`config.mk`:
```
export PLATFORM = sky130hd
export DESIGN_NAME = ackid_link_tracker
export DESIGN_NICKNAME = d
export VERILOG_FILES = /design/src/rtl/ackid_trk_pkg.sv /design/src/rtl/lt_rx_check.sv /design/src/rtl/lt_tx_queue.sv /design/src/rtl/lt_rstdev_detect.sv /design/src/rtl/lt_recovery.sv /design/src/rtl/ackid_link_tracker.sv
export SDC_FILE = /design/constraint.sdc
export NUM_CORES = 1
export LEC_CHECK = 0
export BUFFER_PORTS_ARGS = -buffer_cell sky130_fd_sc_hd__buf_4
export CAP_MARGIN = 10
export CORE_MARGIN = 1
export CORE_UTILIZATION = 45
export CTS_CLUSTER_SIZE = 14
export DETAILED_ROUTE_END_ITERATION = 10
export PLACE_DENSITY = 0.82
export SLEW_MARGIN = 20
export SYNTH_ARGS = -nofsm -noshare
export SYNTH_HDL_FRONTEND = slang
export SYNTH_SLANG_ARGS = --single-unit
```
`constraint.sdc`:
```
create_clock -name clk -period 2.48 [get_ports clk]
set_input_delay 0.372 -clock clk [delete_from_list [all_inputs] [get_ports clk]]
set_output_delay 0.372 -clock clk [all_outputs]
set_load 0.01 [all_outputs]
```
`src/rtl/ackid_trk_pkg.sv`:
```
package ackid_trk_pkg;
  parameter int ACK_W = 5;
  typedef logic [ACK_W-1:0] ackid_t;

  typedef enum logic [1:0] {
    RCV_IDLE  = 2'd0,
    RCV_FLUSH = 2'd1,
    RCV_SEND  = 2'd2,
    RCV_SYNC  = 2'd3
  } rcv_state_e;

  // next ackID, wrapping modulo 2**ACK_W
  function automatic ackid_t ackid_inc(input ackid_t a);
    return ackid_t'(a + 1'b1);
  endfunction
endpackage

```
`src/rtl/lt_rx_check.sv`:
```
module lt_rx_check
  import ackid_trk_pkg::*;
#(
  parameter int IDW = 8
) (
  input  logic           clk,
  input  logic           rst_n,
  input  logic           clr,
  input  logic           busy,
  input  logic           rx_valid,
  input  ackid_t         rx_ackid,
  input  logic [IDW-1:0] rx_destid,
  input  logic           cfg_promisc,
  input  logic [IDW-1:0] cfg_base_id,
  output logic           rx_ready,
  output logic           acc,
  output logic           deliver,
  output logic           fatal,
  output ackid_t         exp_ackid
);
  ackid_t exp_q;
  logic   hs;

  assign rx_ready  = !busy;
  assign hs        = rx_valid && rx_ready;
  assign acc       = hs && (rx_ackid == exp_q);
  assign fatal     = hs && (rx_ackid != exp_q);
  assign deliver   = acc && (cfg_promisc || (rx_destid == cfg_base_id));
  assign exp_ackid = exp_q;

  always_ff @(posedge clk or negedge rst_n) begin
    if (!rst_n)   exp_q <= '0;
    else if (clr) exp_q <= '0;
    else if (acc) exp_q <= ackid_inc(exp_q);
  end


  exp_step_chk: assert property (@(posedge clk) disable iff (!rst_n)
    (acc && !clr) |=> (exp_q == ackid_inc($past(exp_q))));
endmodule

```
`src/rtl/lt_tx_queue.sv`:
```
module lt_tx_queue
  import ackid_trk_pkg::*;
#(
  parameter int TAGW   = 8,
  parameter int QDEPTH = 4
) (
  input  logic            clk,
  input  logic            rst_n,
  input  logic            flush,
  input  logic            busy,
  input  logic            id_load,
  input  ackid_t          id_val,
  input  logic            in_valid,
  input  logic [TAGW-1:0] in_tag,
  output logic            in_ready,
  output logic            out_valid,
  input  logic            out_ready,
  output logic [TAGW-1:0] out_tag,
  output ackid_t          out_ackid
);
  localparam int PW = (QDEPTH > 1) ? $clog2(QDEPTH) : 1;
  localparam int CW = $clog2(QDEPTH + 1);

  logic [TAGW-1:0] mem [QDEPTH];
  logic [PW-1:0]   wr_q, rd_q;
  logic [CW-1:0]   cnt_q;
  ackid_t          id_q;
  logic            push, pop;

  function automatic logic [PW-1:0] ptr_inc(input logic [PW-1:0] p);
    return (p == PW'(QDEPTH - 1)) ? '0 : PW'(p + 1'b1);
  endfunction

  assign in_ready  = !busy && (cnt_q != CW'(QDEPTH));
  assign out_valid = !busy && (cnt_q != '0);
  assign push      = in_valid && in_ready;
  assign pop       = out_valid && out_ready;
  assign out_tag   = mem[rd_q];
  assign out_ackid = id_q;

  always_ff @(posedge clk) begin
    if (push) mem[wr_q] <= in_tag;
  end

  always_ff @(posedge clk or negedge rst_n) begin
    if (!rst_n) begin
      wr_q <= '0; rd_q <= '0; cnt_q <= '0;
    end else if (flush) begin
      wr_q <= '0; rd_q <= '0; cnt_q <= '0;
    end else begin
      if (push) wr_q <= ptr_inc(wr_q);
      if (pop)  rd_q <= ptr_inc(rd_q);
      case ({push, pop})
        2'b10:   cnt_q <= CW'(cnt_q + 1'b1);
        2'b01:   cnt_q <= CW'(cnt_q - 1'b1);
        default: cnt_q <= cnt_q;
      endcase
    end
  end

  always_ff @(posedge clk or negedge rst_n) begin
    if (!rst_n)       id_q <= '0;
    else if (id_load) id_q <= id_val;
    else if (pop)     id_q <= ackid_inc(id_q);
  end


  no_overflow_chk: assert property (@(posedge clk) disable iff (!rst_n)
    cnt_q <= CW'(QDEPTH));

  stamp_step_chk: assert property (@(posedge clk) disable iff (!rst_n)
    (pop && !id_load) |=> (out_ackid == ackid_inc($past(out_ackid))));

  flush_empty_chk: assert property (@(posedge clk) disable iff (!rst_n)
    flush |=> !out_valid);
endmodule

```
`src/rtl/lt_rstdev_detect.sv`:
```
module lt_rstdev_detect #(
  parameter int NRST = 4
) (
  input  logic clk,
  input  logic rst_n,
  input  logic clr,
  input  logic sym_valid,
  input  logic sym_rstdev,
  output logic hit
);
  localparam int SW = (NRST > 1) ? $clog2(NRST) : 1;
  logic [SW-1:0] cnt_q;

  assign hit = sym_valid && sym_rstdev && (cnt_q == SW'(NRST - 1));

  always_ff @(posedge clk or negedge rst_n) begin
    if (!rst_n)          cnt_q <= '0;
    else if (clr)        cnt_q <= '0;
    else if (sym_valid) begin
      if (!sym_rstdev || hit) cnt_q <= '0;
      else                    cnt_q <= SW'(cnt_q + 1'b1);
    end
  end


  other_restart_chk: assert property (@(posedge clk) disable iff (!rst_n)
    (sym_valid && !sym_rstdev) |=> !hit);

  idle_hold_chk: assert property (@(posedge clk) disable iff (!rst_n)
    (!sym_valid && !clr) |=> $stable(cnt_q));
endmodule

```
`src/rtl/lt_recovery.sv`:
```
module lt_recovery
  import ackid_trk_pkg::*;
#(
  parameter int NRST = 4
) (
  input  logic clk,
  input  logic rst_n,
  input  logic port_dis,
  input  logic fatal,
  input  logic peer_rst,
  input  logic cfg_send,
  output logic recovering,
  output logic flush,
  output logic sym_out,
  output logic sync
);
  localparam int SW = (NRST > 1) ? $clog2(NRST) : 1;

  rcv_state_e    state_q;
  logic          cause_q;
  logic [SW-1:0] scnt_q;

  assign recovering = (state_q != RCV_IDLE);
  assign flush      = (state_q == RCV_FLUSH);
  assign sym_out    = (state_q == RCV_SEND);
  assign sync       = (state_q == RCV_SYNC);

  always_ff @(posedge clk or negedge rst_n) begin
    if (!rst_n) begin
      state_q <= RCV_IDLE; cause_q <= 1'b0; scnt_q <= '0;
    end else if (port_dis) begin
      state_q <= RCV_IDLE; cause_q <= 1'b0; scnt_q <= '0;
    end else begin
      case (state_q)
        RCV_IDLE: begin
          if (fatal) begin
            state_q <= RCV_FLUSH; cause_q <= 1'b1;
          end else if (peer_rst) begin
            state_q <= RCV_FLUSH; cause_q <= 1'b0;
          end
        end
        RCV_FLUSH: begin
          scnt_q  <= '0;
          state_q <= (cause_q && cfg_send) ? RCV_SEND : RCV_SYNC;
        end
        RCV_SEND: begin
          if (scnt_q == SW'(NRST - 1)) state_q <= RCV_SYNC;
          else                         scnt_q  <= SW'(scnt_q + 1'b1);
        end
        default: state_q <= RCV_IDLE;
      endcase
    end
  end


  sym_cause_chk: assert property (@(posedge clk) disable iff (!rst_n)
    sym_out |-> cause_q);

  fatal_enter_chk: assert property (@(posedge clk) disable iff (!rst_n)
    (fatal && !port_dis) |=> flush);
endmodule

```
`src/rtl/ackid_link_tracker.sv`:
```
module ackid_link_tracker
  import ackid_trk_pkg::*;
#(
  parameter int IDW    = 8,
  parameter int TAGW   = 8,
  parameter int QDEPTH = 4,
  parameter int NRST   = 4
) (
  input  logic            clk,
  input  logic            rst_n,
  input  logic            port_dis,
  input  logic            cfg_promisc,
  input  logic [IDW-1:0]  cfg_base_id,
  input  logic            cfg_send_rst,
  input  logic            cfg_auto_sync,
  input  logic [4:0]      partner_ackid,
  input  logic            rx_valid,
  output logic            rx_ready,
  input  logic [4:0]      rx_ackid,
  input  logic [IDW-1:0]  rx_destid,
  output logic            rx_ack,
  output logic            rx_deliver,
  input  logic            tx_in_valid,
  output logic            tx_in_ready,
  input  logic [TAGW-1:0] tx_in_tag,
  output logic            tx_out_valid,
  input  logic            tx_out_ready,
  output logic [TAGW-1:0] tx_out_tag,
  output logic [4:0]      tx_out_ackid,
  input  logic            sym_in_valid,
  input  logic            sym_in_rstdev,
  output logic            sym_out_rstdev,
  output logic            peer_rst_seen,
  output logic            recovering,
  output logic            stat_fatal,
  input  logic            stat_clr,
  output logic [4:0]      exp_ackid
);
  logic   busy, fatal, rcv_flush, rcv_sync;
  logic   q_flush, id_load, fatal_q;
  ackid_t id_val;

  assign busy    = port_dis || recovering;
  assign q_flush = port_dis || rcv_flush;
  assign id_load = port_dis || rcv_sync;
  assign id_val  = (!port_dis && cfg_auto_sync) ? ackid_t'(partner_ackid) : '0;

  lt_rx_check #(.IDW(IDW)) u_rx (
    .clk(clk), .rst_n(rst_n), .clr(q_flush), .busy(busy),
    .rx_valid(rx_valid), .rx_ackid(rx_ackid), .rx_destid(rx_destid),
    .cfg_promisc(cfg_promisc), .cfg_base_id(cfg_base_id),
    .rx_ready(rx_ready), .acc(rx_ack), .deliver(rx_deliver),
    .fatal(fatal), .exp_ackid(exp_ackid)
  );

  lt_tx_queue #(.TAGW(TAGW), .QDEPTH(QDEPTH)) u_txq (
    .clk(clk), .rst_n(rst_n), .flush(q_flush), .busy(busy),
    .id_load(id_load), .id_val(id_val),
    .in_valid(tx_in_valid), .in_tag(tx_in_tag), .in_ready(tx_in_ready),
    .out_valid(tx_out_valid), .out_ready(tx_out_ready),
    .out_tag(tx_out_tag), .out_ackid(tx_out_ackid)
  );

  lt_rstdev_detect #(.NRST(NRST)) u_det (
    .clk(clk), .rst_n(rst_n), .clr(port_dis),
    .sym_valid(sym_in_valid), .sym_rstdev(sym_in_rstdev), .hit(peer_rst_seen)
  );

  lt_recovery #(.NRST(NRST)) u_rcv (
    .clk(clk), .rst_n(rst_n), .port_dis(port_dis), .fatal(fatal),
    .peer_rst(peer_rst_seen), .cfg_send(cfg_send_rst),
    .recovering(recovering), .flush(rcv_flush),
    .sym_out(sym_out_rstdev), .sync(rcv_sync)
  );

  always_ff @(posedge clk or negedge rst_n) begin
    if (!rst_n)        fatal_q <= 1'b0;
    else if (fatal)    fatal_q <= 1'b1;
    else if (stat_clr) fatal_q <= 1'b0;
  end
  assign stat_fatal = fatal_q;


  dis_zero_chk: assert property (@(posedge clk) disable iff (!rst_n)
    port_dis |=> (exp_ackid == '0) && !tx_out_valid);

  rec_block_chk: assert property (@(posedge clk) disable iff (!rst_n)
    recovering |-> !rx_ready && !tx_in_ready);

  stat_set_chk: assert property (@(posedge clk) disable iff (!rst_n)
    fatal |=> stat_fatal);

  peer_no_fatal_chk: assert property (@(posedge clk) disable iff (!rst_n)
    (peer_rst_seen && !fatal && !stat_fatal && !busy) |=> recovering && !stat_fatal);
endmodule

```
After elaboration in Yosys (flattened, before gate mapping)
Memory sizes are Yosys's and may differ from the RTL's.
Index checks and enable logic that the tools add are counted.
{"block": "op_classes", "n_addsub": 8, "eq_ne": 16, "muxes": 33, "n_reduce_logical": 36}
{"operator": "2-bit two-way mux", "n": 15}
{"operator": "5-bit two-way mux", "n": 5}
{"operator": "2-bit nonzero test", "n": 8}
{"operator": "2-bit == test, second input constant", "n": 7}
{"operator": "1-bit logical AND", "n": 12}
{"operator": "3-bit nonzero test", "n": 4}
{"operator": "5-bit by 1-bit adder with 5-bit output, second input constant", "n": 2}
{"operator": "1-bit two-way mux", "n": 9}
{"operator": "2-bit by 1-bit adder with 2-bit output, second input constant", "n": 4}
{"operator": "8-bit == test", "n": 1}
{"operator": "3-bit != test, second input constant", "n": 2}
{"operator": "2-bit case mux with 3 select lines", "n": 1}
{"operator": "3-bit case mux with 2 select lines", "n": 1}
{"operator": "2-bit AND reduction", "n": 3}
{"operator": "5-bit == test", "n": 1}
{"operator": "1-bit logical OR", "n": 5}
{"operator": "5-bit != test", "n": 1}
{"operator": "2-bit by 1-bit == test with 1-bit output, second input constant", "n": 2}
{"operator": "4-bit != test, second input constant", "n": 1}
{"operator": "2-bit case mux with 2 select lines", "n": 1}
{"operator": "3-bit by 1-bit adder with 3-bit output, second input constant", "n": 1}
{"operator": "1-bit logical NOT", "n": 3}
{"operator": "3-bit two-way mux", "n": 1}
{"operator": "3-bit by 2-bit != test with 1-bit output, second input constant", "n": 1}
{"operator": "other kinds (2)", "n": 2}
{"block": "totals", "regBits": 25, "ram_bits": 32, "output_inout_bits": 27, "word_cells": 104, "mem_count": 1}
{"name": "u_txq.mem", "depth": 4, "width": 8, "rd": 1, "rd_clocked_by_memory_dff": 0, "write_ports": 1, "line_no": "lt_tx_queue.sv:24", "source": "logic [TAGW-1:0] mem [QDEPTH];"}

Longest topological paths before layout
Gate-level depths: netlist (run 1).
{"block": "depth", "word_depth": 8, "ltp_mapped": 11, "ltp_nobuf": 11}

Modules after synthesis
Synthesis (run 1) repeated with hierarchy kept, for this count alone.
{"block": "hier_totals", "hier_cells": 237, "area_unflattened_um2": 2955.3}
{"module": "lt_tx_queue", "instances": 1, "cells_each": 132, "area_each_um2": 1980.6, "seq_area_each_um2": 1261.2}
{"module": "lt_rx_check", "instances": 1, "cells_each": 48, "area_each_um2": 427.9, "seq_area_each_um2": 125.1}
{"module": "lt_recovery", "instances": 1, "cells_each": 35, "area_each_um2": 339.1, "seq_area_each_um2": 125.1}
{"module": "lt_rstdev_detect", "instances": 1, "cells_each": 10, "area_each_um2": 112.6, "seq_area_each_um2": 50.0}
{"module": "ackid_link_tracker", "instances": 1, "cells_each": 12, "area_each_um2": 95.1, "seq_area_each_um2": 25.0}

Least setup slack after synthesis (run 1)
No wires, ideal clock.
{"block": "synth_timing", "path_type": "register to register", "from": "register u_rcv.state_q[0]", "to": "register u_txq.cnt_q[2]", "setup_ns": 0.138, "arrival_time_ns": 2.210, "t_required_ns": 2.342, "path_slack_ns": 0.133, "stages_incl_launch_ff": 12, "synth_period_minus_slack_ns": 2.347, "cell_sequence": "dfrtp_1 inv_1 ha_1 nand2b_4 inv_2 o2111a_1 inv_1 fa_1 nand2b_1 o32ai_1 a32o_1 a211oi_1"}
{"block": "synth_between", "elab_chain_len": 8}
{"element": "start: declaration", "line_no": "lt_recovery.sv:19", "source": "rcv_state_e state_q;"}
{"element": "start signal: assignment", "line_no": "lt_recovery.sv:44", "source": "state_q <= (cause_q && cfg_send) ? RCV_SEND : RCV_SYNC;"}
{"element": "2-bit nonzero test *", "line_no": "lt_recovery.sv:23", "source": "assign recovering = (state_q != RCV_IDLE);"}
{"element": "1-bit logical OR *", "line_no": "ackid_link_tracker.sv:43", "source": "assign busy = port_dis || recovering;"}
{"element": "1-bit logical NOT *"}
{"element": "net rx_ready", "line_no": "ackid_link_tracker.sv:18", "source": "output logic rx_ready,"}
{"element": "1-bit logical AND, on equally long branches", "line_no": "lt_tx_queue.sv:35, lt_tx_queue.sv:34"}
{"element": "1-bit logical AND, on equally long branches", "line_no": "lt_tx_queue.sv:37, lt_tx_queue.sv:36"}
{"element": "2-bit by 1-bit == test with 1-bit output / 2-bit == test (equally long branches)", "line_no": "lt_tx_queue.sv:53", "source": "case ({push, pop})"}
{"element": "3-bit case mux with 2 select lines", "line_no": "lt_tx_queue.sv:53"}
{"element": "3-bit two-way mux", "line_no": "lt_tx_queue.sv:48", "source": "end else if (flush) begin"}
{"element": "end signal: assignment", "line_no": "lt_tx_queue.sv:54", "source": "2'b10: cnt_q <= CW'(cnt_q + 1'b1);"}
{"element": "end signal: assignment", "line_no": "lt_tx_queue.sv:55", "source": "2'b01: cnt_q <= CW'(cnt_q - 1'b1);"}
{"element": "end signal: assignment", "line_no": "lt_tx_queue.sv:56", "source": "default: cnt_q <= cnt_q;"}
{"element": "end: declaration", "line_no": "lt_tx_queue.sv:26", "source": "logic [CW-1:0] cnt_q;"}
Mark *: on every way through the listed nets, which the timed path passes. The rest lies on a longest branch.
A chain may end at the register's enable or synchronous reset.

Final worst setup path (run 1)
{"block": "layout_timing", "from": "register u_rcv.state_q[0]", "to": "output port rx_deliver"}
{"block": "layout_between", "elab_chain_len": 6}
{"element": "2-bit nonzero test", "line_no": "lt_recovery.sv:23"}
{"element": "1-bit logical OR", "line_no": "ackid_link_tracker.sv:43"}
{"element": "1-bit logical NOT", "line_no": "lt_rx_check.sv:24", "source": "assign rx_ready = !busy;"}
{"element": "1-bit logical AND", "line_no": "lt_rx_check.sv:25", "source": "assign hs = rx_valid && rx_ready;"}
{"element": "1-bit logical AND", "line_no": "lt_rx_check.sv:26", "source": "assign acc = hs && (rx_ackid == exp_q);"}
{"element": "1-bit logical AND", "line_no": "lt_rx_check.sv:28", "source": "assign deliver = acc && (cfg_promisc || (rx_destid == cfg_base_id));"}
{"element": "end: declaration", "line_no": "ackid_link_tracker.sv:22", "source": "output logic rx_deliver,"}
Every way passes these cells.

==> results of run 1 <==
## path summary, 6_finish.rpt
check | cells past startpoint | to
worst max register to register | 11 | u_txq.cnt_q[2]
worst min register to register | 1 | u_rcv.scnt_q[0]
worst min-delay path | 2 | stat_fatal
min in group asynchronous | 2 | u_rx.exp_ackid[1]
worst max-delay path | 9 | rx_deliver
max in group asynchronous | 2 | u_txq.out_ackid[2]
## cells by family after synthesis
kind of cell | after synthesis
mux | 12
flops | 57
fa+ha+maj | 14
xor+xnor | 13
compound gates | 54
buf+inv | 21
simple gates | 74
## timing repair
| item | 4_1_cts | 5_1_grt |
|---|---|---|
| hold buffers | 1 | 0 |
| setup endpoints to repair | 1 | 2 |
| resized for setup | 1 | 3 |
| hold endpoints to repair | 25 | 0 |
| pin swaps | 0 | 0 |
## per-stage QoR
stage / hold WS [ns] / setup slack (ns) / cells / area [um^2] / total power, uW
final: 0.237 / 0.125 / 409 / 3860 / 2930
after detailed placement: 0.301 / 0.134 / 392 / 3610 / 1970
after global placement: 0.297 / 0.219 / 392 / 3610 / 1930
after floorplan: 0.0764 / 0.133 / 245 / 2970 / 1630
after global routing: 0.226 / 0.0114 / 409 / 3860 / 3090
after CTS: 0.225 / 0.0471 / 409 / 3850 / 2950
## flip-flops by register name (all words and copies together) (netlist names)
name and flops:
u_txq.mem 32, u_rx.exp_ackid 5, u_txq.out_ackid 5, u_txq.cnt_q 3, u_det.cnt_q 2, u_rcv.scnt_q 2, u_rcv.state_q 2, u_txq.rd_q 2
u_txq.wr_q 2, stat_fatal 1, u_rcv.cause_q 1
## metal layers
metal | track usage [%] | wire (um) | vias to the layer above
met5 | 0 | 0 | -
met4 | 6.27 | 95 | 0
met3 | 5.77 | 339 | 8
met2 | 30.3 | 3040 | 66
met1 | 23.3 | 2660 | 1091
li1 | - | - | 1083
## worst register-to-register path, stage by stage (launching register included)
cell	delay, ns
dfrtp_1	0.41
inv_1	0.11
ha_1	0.22
nand2b_4	0.09
inv_2	0.06
o2111a_2	0.23
inv_1	0.06
fa_1	0.40
nand2b_1	0.18
o32ai_1	0.22
a32o_1	0.16
a211oi_1	0.06
## report_power, final
part           internal, uW  total, uW  switching (uW)  leakage [uW]
sequential             1090       1160            68.4      0.000630
clock                   575        979             404      0.000110
combinational           374        798             424      0.000854
total                  2040       2930             896       0.00159
## final cells by class
cell class              count  share of cell area [%]
multi-input cells         167                    34.1
well taps                  77                    2.49
repair buffers             77                    15.0
inverters                  15                    1.46
clock buffers               9                    3.20
flip-flops and latches     57                    41.0
clock inverters             7                    2.65
## cells in the final DEF (no fill, tap or decap), drive strengths merged, types with 9 or more instances in the layout
cell type  synthesis  final
a21oi             18     18
buf                3     76
clkbuf             3      9
dfrtp             25     25
edfxtp            32     32
ha                13     13
inv               15     17
nand2             12     12
nor2              18     18
o21ai             12     12
==> impl_metrics.py, run 1 <==
metrics = {
    "outcome": {
        "status": "finished clean",
    },
    "sta": {
        "fin_skew_ns": 0.00608,
        "fin_tns_setup_ns": 0,
        "finalCriticalPeriod_ns": 2.35,
        "rsz0062_at_grt": "false",
        "fin_crit_sh_pct": 95.0,
        "setup_viol_count_final": 0,
        "worstMarginPinSlew_ns": 0.586,
        "slew_headroom_pct": 60.9,
        "hold_violations": 0,
        "finalMaxSlewViolations": 0,
        "clock.fmax_mhz": 425,
    },
    "synthesis": {
        "synth_cell_types": 50,
        "synth_top_cell_area_share_pct": 32.4,
        "synth_sequential_area_ratio_pct": 53.5,
        "yosysTopAreaCell": "edfxtp_1",
        "avgSynthCellArea_um2": 12.1,
        "synth_area_mm2": 0.00297,
        "synth-xor-area-share_pct": 3.84,
        "synth_most_common_cell": "edfxtp_1",
        "yosys_warnings": 0,
        "synth-async-reset-ratio_pct": 43.9,
        "synth_edf_count": 32,
        "synth_top_family_by_area": "simple AND/OR/NAND/NOR gates",
        "syn_nets": 305,
        "synthSimpleGateAreaFrac_pct": 13.8,
        "ys_top_cells_by_area": "edfxtp_1, dfrtp_1, mux4_2, ha_1, a21oi_1",
        "netlist_top_cells_count": "edfxtp_1, dfrtp_1, a21oi_1, nor2_1, inv_1",
        "synthMuxAreaShare_pct": 7.43,
        "syn-instance-count": 245,
        "ys_seq_elements": 57,
        "synthAdderAreaFrac_pct": 6.16,
        "synth_compound_gate_area_share_pct": 12.6,
        "synthFlopType": "edfxtp_1",
    },
    "grt": {
        "grt_pass1_wl_um": 10100,
        "grt_max_degree": 26,
        "grt_pass1_vias": 2172,
        "antenna_found_initial": 0,
        "grt_overflow": 0,
        "grt.total_usage_pct": 18.5,
    },
    "clocking": {
        "cts_root_buffer": "clkbuf_8",
        "clkSlewWorstSetupHoldPaths_ns": 0.07,
        "clock_path_buffers": 2,
        "htree_levels": 3,
        "worstSkewPairLatency_ns": 0.33,
        "cts_buffers": 9,
        "tritoncts": "built",
        "clock-sinks": 57,
        "post_cts_buffers": 0,
    },
    "final_layout": {
        "num-fill-cells": 500,
        "multiInputGateArea_mm2": 0.00132,
        "register_area_mm2": 0.00159,
        "drive_gt1_share_pct": 32.8,
        "nNetsFinal": 387,
        "area_delta_synth_final_pct": 30.3,
        "fin_util_pct": 60.9,
        "diodes": 0,
    },
    "setup_path": {
        "path_class": "reg -> out",
        "crit_chain": "inv_1 > ha_1 > nand2b_4 > inv_2 > buf_4 > nand3_4 > nor3_4 > nor2b_1 > buf_4",
        "crit_required_ns": 2.11,
        "cp_max_fo": 10,
        "cpMostUsedCell": "buf_4",
        "worst-path-buf-inv": 4,
        "startpoint_type": "flip-flop",
        "r2r_start": "u_rcv.state_q[0]",
        "arrival_ns": 1.98,
        "r2r_slack_ns": 0.15,
        "cp_top_family": "simple AND/OR/NAND/NOR gates",
        "critPathLaunch": "u_rcv.state_q[0]",
        "cpPeakStageDelay_ns": 0.41,
        "endpoint_kind": "primary output",
        "cp_slowest_cell": "dfrtp_1",
    },
    "drt": {
        "drc_errors": 0,
        "ant_nets": 0,
        "vias_per_cell": 5.50,
        "vias": 2248,
        "drt_iter0_markers": 100,
        "firstDrtPassIters": 4,
        "wire_per_inst_um": 15.0,
        "wl_um": 6140,
    },
    "die": {
        "die_x_um": 83.2,
        "core-area_mm2": 0.00635,
        "start_util_pct": 46.7,
        "die_height_um": 83.2,
        "dieArea_mm2": 0.00692,
        "ios": 73,
        "rows": 29,
    },
    "placement": {
        "gp_congestion": 0.860,
        "hpwlAfterDp_um": 4400,
        "portBuffers": 72,
    },
    "worst_hold_path": {
        "min_path_type": "in -> reg",
        "hp-start": "stat_clr",
    },
    "pwr": {
        "p_per_area_mw_per_mm2": 759,
        "peakVddDrop_mv": 0.458,
        "total_leakage_power_uw": 0.00159,
    },
    "run": {
        "drv_cap": 0,
    },
}
No activity file was read; power rests on OpenSTA's default activity.
==> inputs of run 2 (changes only) <==
Settings changed: ABC_AREA set to 1.
==> run 2 against run 1 <==
Effect of this change: the run now ends with DRC left; via count is 11% higher; largest cell class unchanged; die area rose by 2.3%; clock skew is 0.0021 ns higher; critical path depth up 5; worst hold slack got worse by 0.017 ns; maximum frequency up 4.8%; global-route usage increased by 1.2 points; sequential power about the same.
==> impl_metrics.py, run 2 <==
metrics = {
    "drt": {
        "wl_um": 6550,
        "topRoutingLayerUsed": "met4",
        "vias": 2485,
        "wire_per_inst_um": 13.5,
        "wl_met2_um": 3530,
        "drt_iter0_markers": 159,
        "met3_wirelength_um": 242,
        "wl_met1_um": 2690,
        "vias_per_cell": 5.11,
        "firstDrtPassIters": 7,
        "ant_nets": 0,
        "drc_errors": 4,
    },
    "final_layout": {
        "layout_commonest_cell": "buf_4",
        "mostFrequentLayoutCells": "buf_4, nand2_1, inv_1",
        "regMostFlops": "u_txq.mem",
        "drive_gt1_share_pct": 27.1,
        "diodes": 0,
        "register_area_mm2": 0.00159,
        "num-fill-cells": 553,
        "multiInputGateArea_mm2": 0.00124,
        "area_delta_synth_final_pct": 29.0,
        "largest_reg_flops": 32,
        "nNetsFinal": 464,
    },
    "worst_hold_path": {
        "min_path_type": "in -> reg",
        "hp-start": "stat_clr",
        "min_path_cells": 2,
        "min_to": "stat_fatal",
    },
    "synthesis": {
        "yosys_warnings": 0,
        "synth_area_mm2": 0.00303,
        "netlist_top_cells_count": "nand2_1, inv_1, nor2_1",
        "ys_top_cells_by_area": "edfxtp_1, dfrtp_1, nand2_1, ha_1, inv_1",
        "synthFlopType": "edfxtp_1",
        "synth_sequential_area_ratio_pct": 52.3,
        "yosysTopAreaCell": "edfxtp_1",
        "ys_seq_elements": 57,
        "synth_edf_count": 32,
        "avgSynthCellArea_um2": 9.48,
        "synth-async-reset-ratio_pct": 43.9,
        "synth_cell_types": 32,
        "syn-instance-count": 320,
        "synth_top_cell_area_share_pct": 31.7,
        "syn_nets": 380,
        "synth_most_common_cell": "nand2_1",
    },
    "pwr": {
        "p_sw_share_pct": 33.0,
        "clkPwrFrac_pct": 31.9,
        "p_per_area_mw_per_mm2": 779,
        "power.internal_uw": 2040,
        "seq_power_share_pct": 38.9,
        "pwr-share-comb_pct": 29.1,
        "total_leakage_power_uw": 0.00186,
        "peakVddDrop_mv": 0.527,
        "power.switching_uw": 1010,
    },
    "sta": {
        "fin_crit_sh_pct": 90.6,
        "slew_headroom_pct": 68.1,
        "fin_skew_ns": 0.00815,
        "worstMarginPinSlew_ns": 0.479,
        "finalMaxSlewViolations": 0,
        "setup_viol_count_final": 0,
        "rsz0062_at_grt": "false",
        "fin_tns_setup_ns": 0,
        "setup_ws_ns": 0.233,
        "clock.fmax_mhz": 445,
        "hold_violations": 0,
        "finalCriticalPeriod_ns": 2.25,
    },
    "die": {
        "dieArea_mm2": 0.00708,
        "rows": 29,
        "ios": 73,
        "core-area_mm2": 0.00642,
        "die_height_um": 84.1,
        "start_util_pct": 47.2,
        "die_x_um": 84.1,
    },
    "setup_path": {
        "r2r_slack_ns": 0.23,
        "r2r-end": "u_txq.cnt_q[2]",
        "cp_max_fo": 7,
        "arrival_ns": 2.53,
        "rr_worst_depth": 14,
        "r2r_start": "u_rcv.state_q[0]",
        "path_class": "reg -> reg",
        "crit_required_ns": 2.76,
        "endpoint_kind": "flip-flop",
        "critPathLaunch": "u_rcv.state_q[0]",
        "startpoint_type": "flip-flop",
    },
    "placement": {
        "hpwlAfterDp_um": 4790,
        "gp_congestion": 0.784,
        "preCtsSetupSlack_ns": 0.265,
        "portBuffers": 72,
    },
    "run": {
        "drv_cap": 0,
    },
    "grt": {
        "grt.total_usage_pct": 19.7,
        "grt_pass1_vias": 2462,
        "grt_overflow": 0,
        "antenna_found_initial": 0,
        "grt_max_degree": 26,
        "grt_pass1_wl_um": 10900,
    },
    "outcome": {
        "violations": "DRC",
        "status": "finished, violations left",
    },
    "clocking": {
        "clock-sinks": 57,
        "clkSlewWorstSetupHoldPaths_ns": 0.07,
        "clock_path_buffers": 2,
        "tritoncts": "built",
        "htree_levels": 3,
        "cts_root_buffer": "clkbuf_8",
        "ctsResizeCount": 0,
        "cts_buffers": 9,
        "worstSkewPairLatency_ns": 0.34,
    },
}
-- run 2: cell types whose count changed after synthesis, sizes merged, moves of 5 or more --
cell,delta
nand2,+43
o21ai,+18
nand2b,-5
nor2,+25
and2,-5
mux4,-8
inv,+32
o22ai,+10
nand3,+18
a21oi,-13
-- run 2: how the worst max path moves through the flow --
stage	end	slack (ns)	depth (start not counted)
2_1_floorplan	u_txq.cnt_q[2]	0.44	15
3_3_place_gp	u_txq.cnt_q[2]	0.39	15
3_5_place_dp	u_txq.cnt_q[2]	0.27	15
4_1_cts	u_txq.cnt_q[2]	0.26	14
5_1_grt	u_txq.cnt_q[2]	0.04	14
6_report	u_txq.cnt_q[2]	0.23	14
-- run 2: cells by family after synthesis --
logic type | Yosys count | share of synthesized area (%)
and+or+nand+nor | 133 | 21.6
xor gates and xnor gates | 12 | 3.46
adders and majority gates | 14 | 6.02
AOI/OAI and AO/OA | 51 | 9.44
DFF | 57 | 52.3
muxes | 1 | 0.330
buffers and inverters | 52 | 6.80
-- run 2: per-layer routing --
| layer | track usage, % | vias up |
|---|---|---|
| li1 | - | 1236 |
| met5 | 0 | - |
| met3 | 4.95 | 10 |
| met1 | 21.8 | 1179 |
| met2 | 37.0 | 60 |
| met4 | 5.80 | 0 |
-- run 2: through the flow --
| step | hold slack, ns | power, uW | cells | area (um^2) | utilization (%) |
|---|---|---|---|---|---|
| after floorplan | 0.0764 | 1750 | 320 | 3030 | - |
| after global placement | 0.297 | 2050 | 469 | 3680 | 57.3 |
| after detailed placement | 0.303 | 2090 | 469 | 3680 | 57.3 |
| after CTS | 0.211 | 3070 | 486 | 3920 | 61.0 |
| after global routing | 0.221 | 3220 | 486 | 3920 | 61.0 |
| final | 0.220 | 3050 | 486 | 3920 | 61.0 |
-- run 2: cell type report --
cell class	count	area share [%]
Inverter	47	4.51
Clock buffer	9	3.16
Multi-Input combinational cell	211	31.7
Sequential cell	57	40.5
Tap cell	77	2.46
Clock inverter	7	2.62
Timing Repair Buffer	78	15.0
-- run 2: critical path, cell delays in order (launching register included) --
cell and delay, ns:
dfrtp_1 0.42, inv_1 0.09, ha_1 0.22, inv_2 0.14
nor2_8 0.06, nand2_4 0.10, nor2_8 0.04, inv_2 0.12
nand2_4 0.09, fa_1 0.38, xor2_1 0.18, nand3_1 0.12
nand2_1 0.09, nand3_1 0.06, nand2_1 0.07
-- run 2: repair_timing --
item                      in CTS  in global routing
buffers inserted               0                  0
hold buffers                   1                  0
hold endpoints to repair      25                  0
-- run 2: power groups by stage --
stage | Clock, uW | Sequential [uW] | Combinational [uW]
global placement | 0 | 1200 | 850
finish | 975 | 1190 | 888
floorplan | 0 | 1210 | 542
global route | 1040 | 1200 | 986
detailed placement | 0 | 1200 | 885
CTS | 994 | 1190 | 892
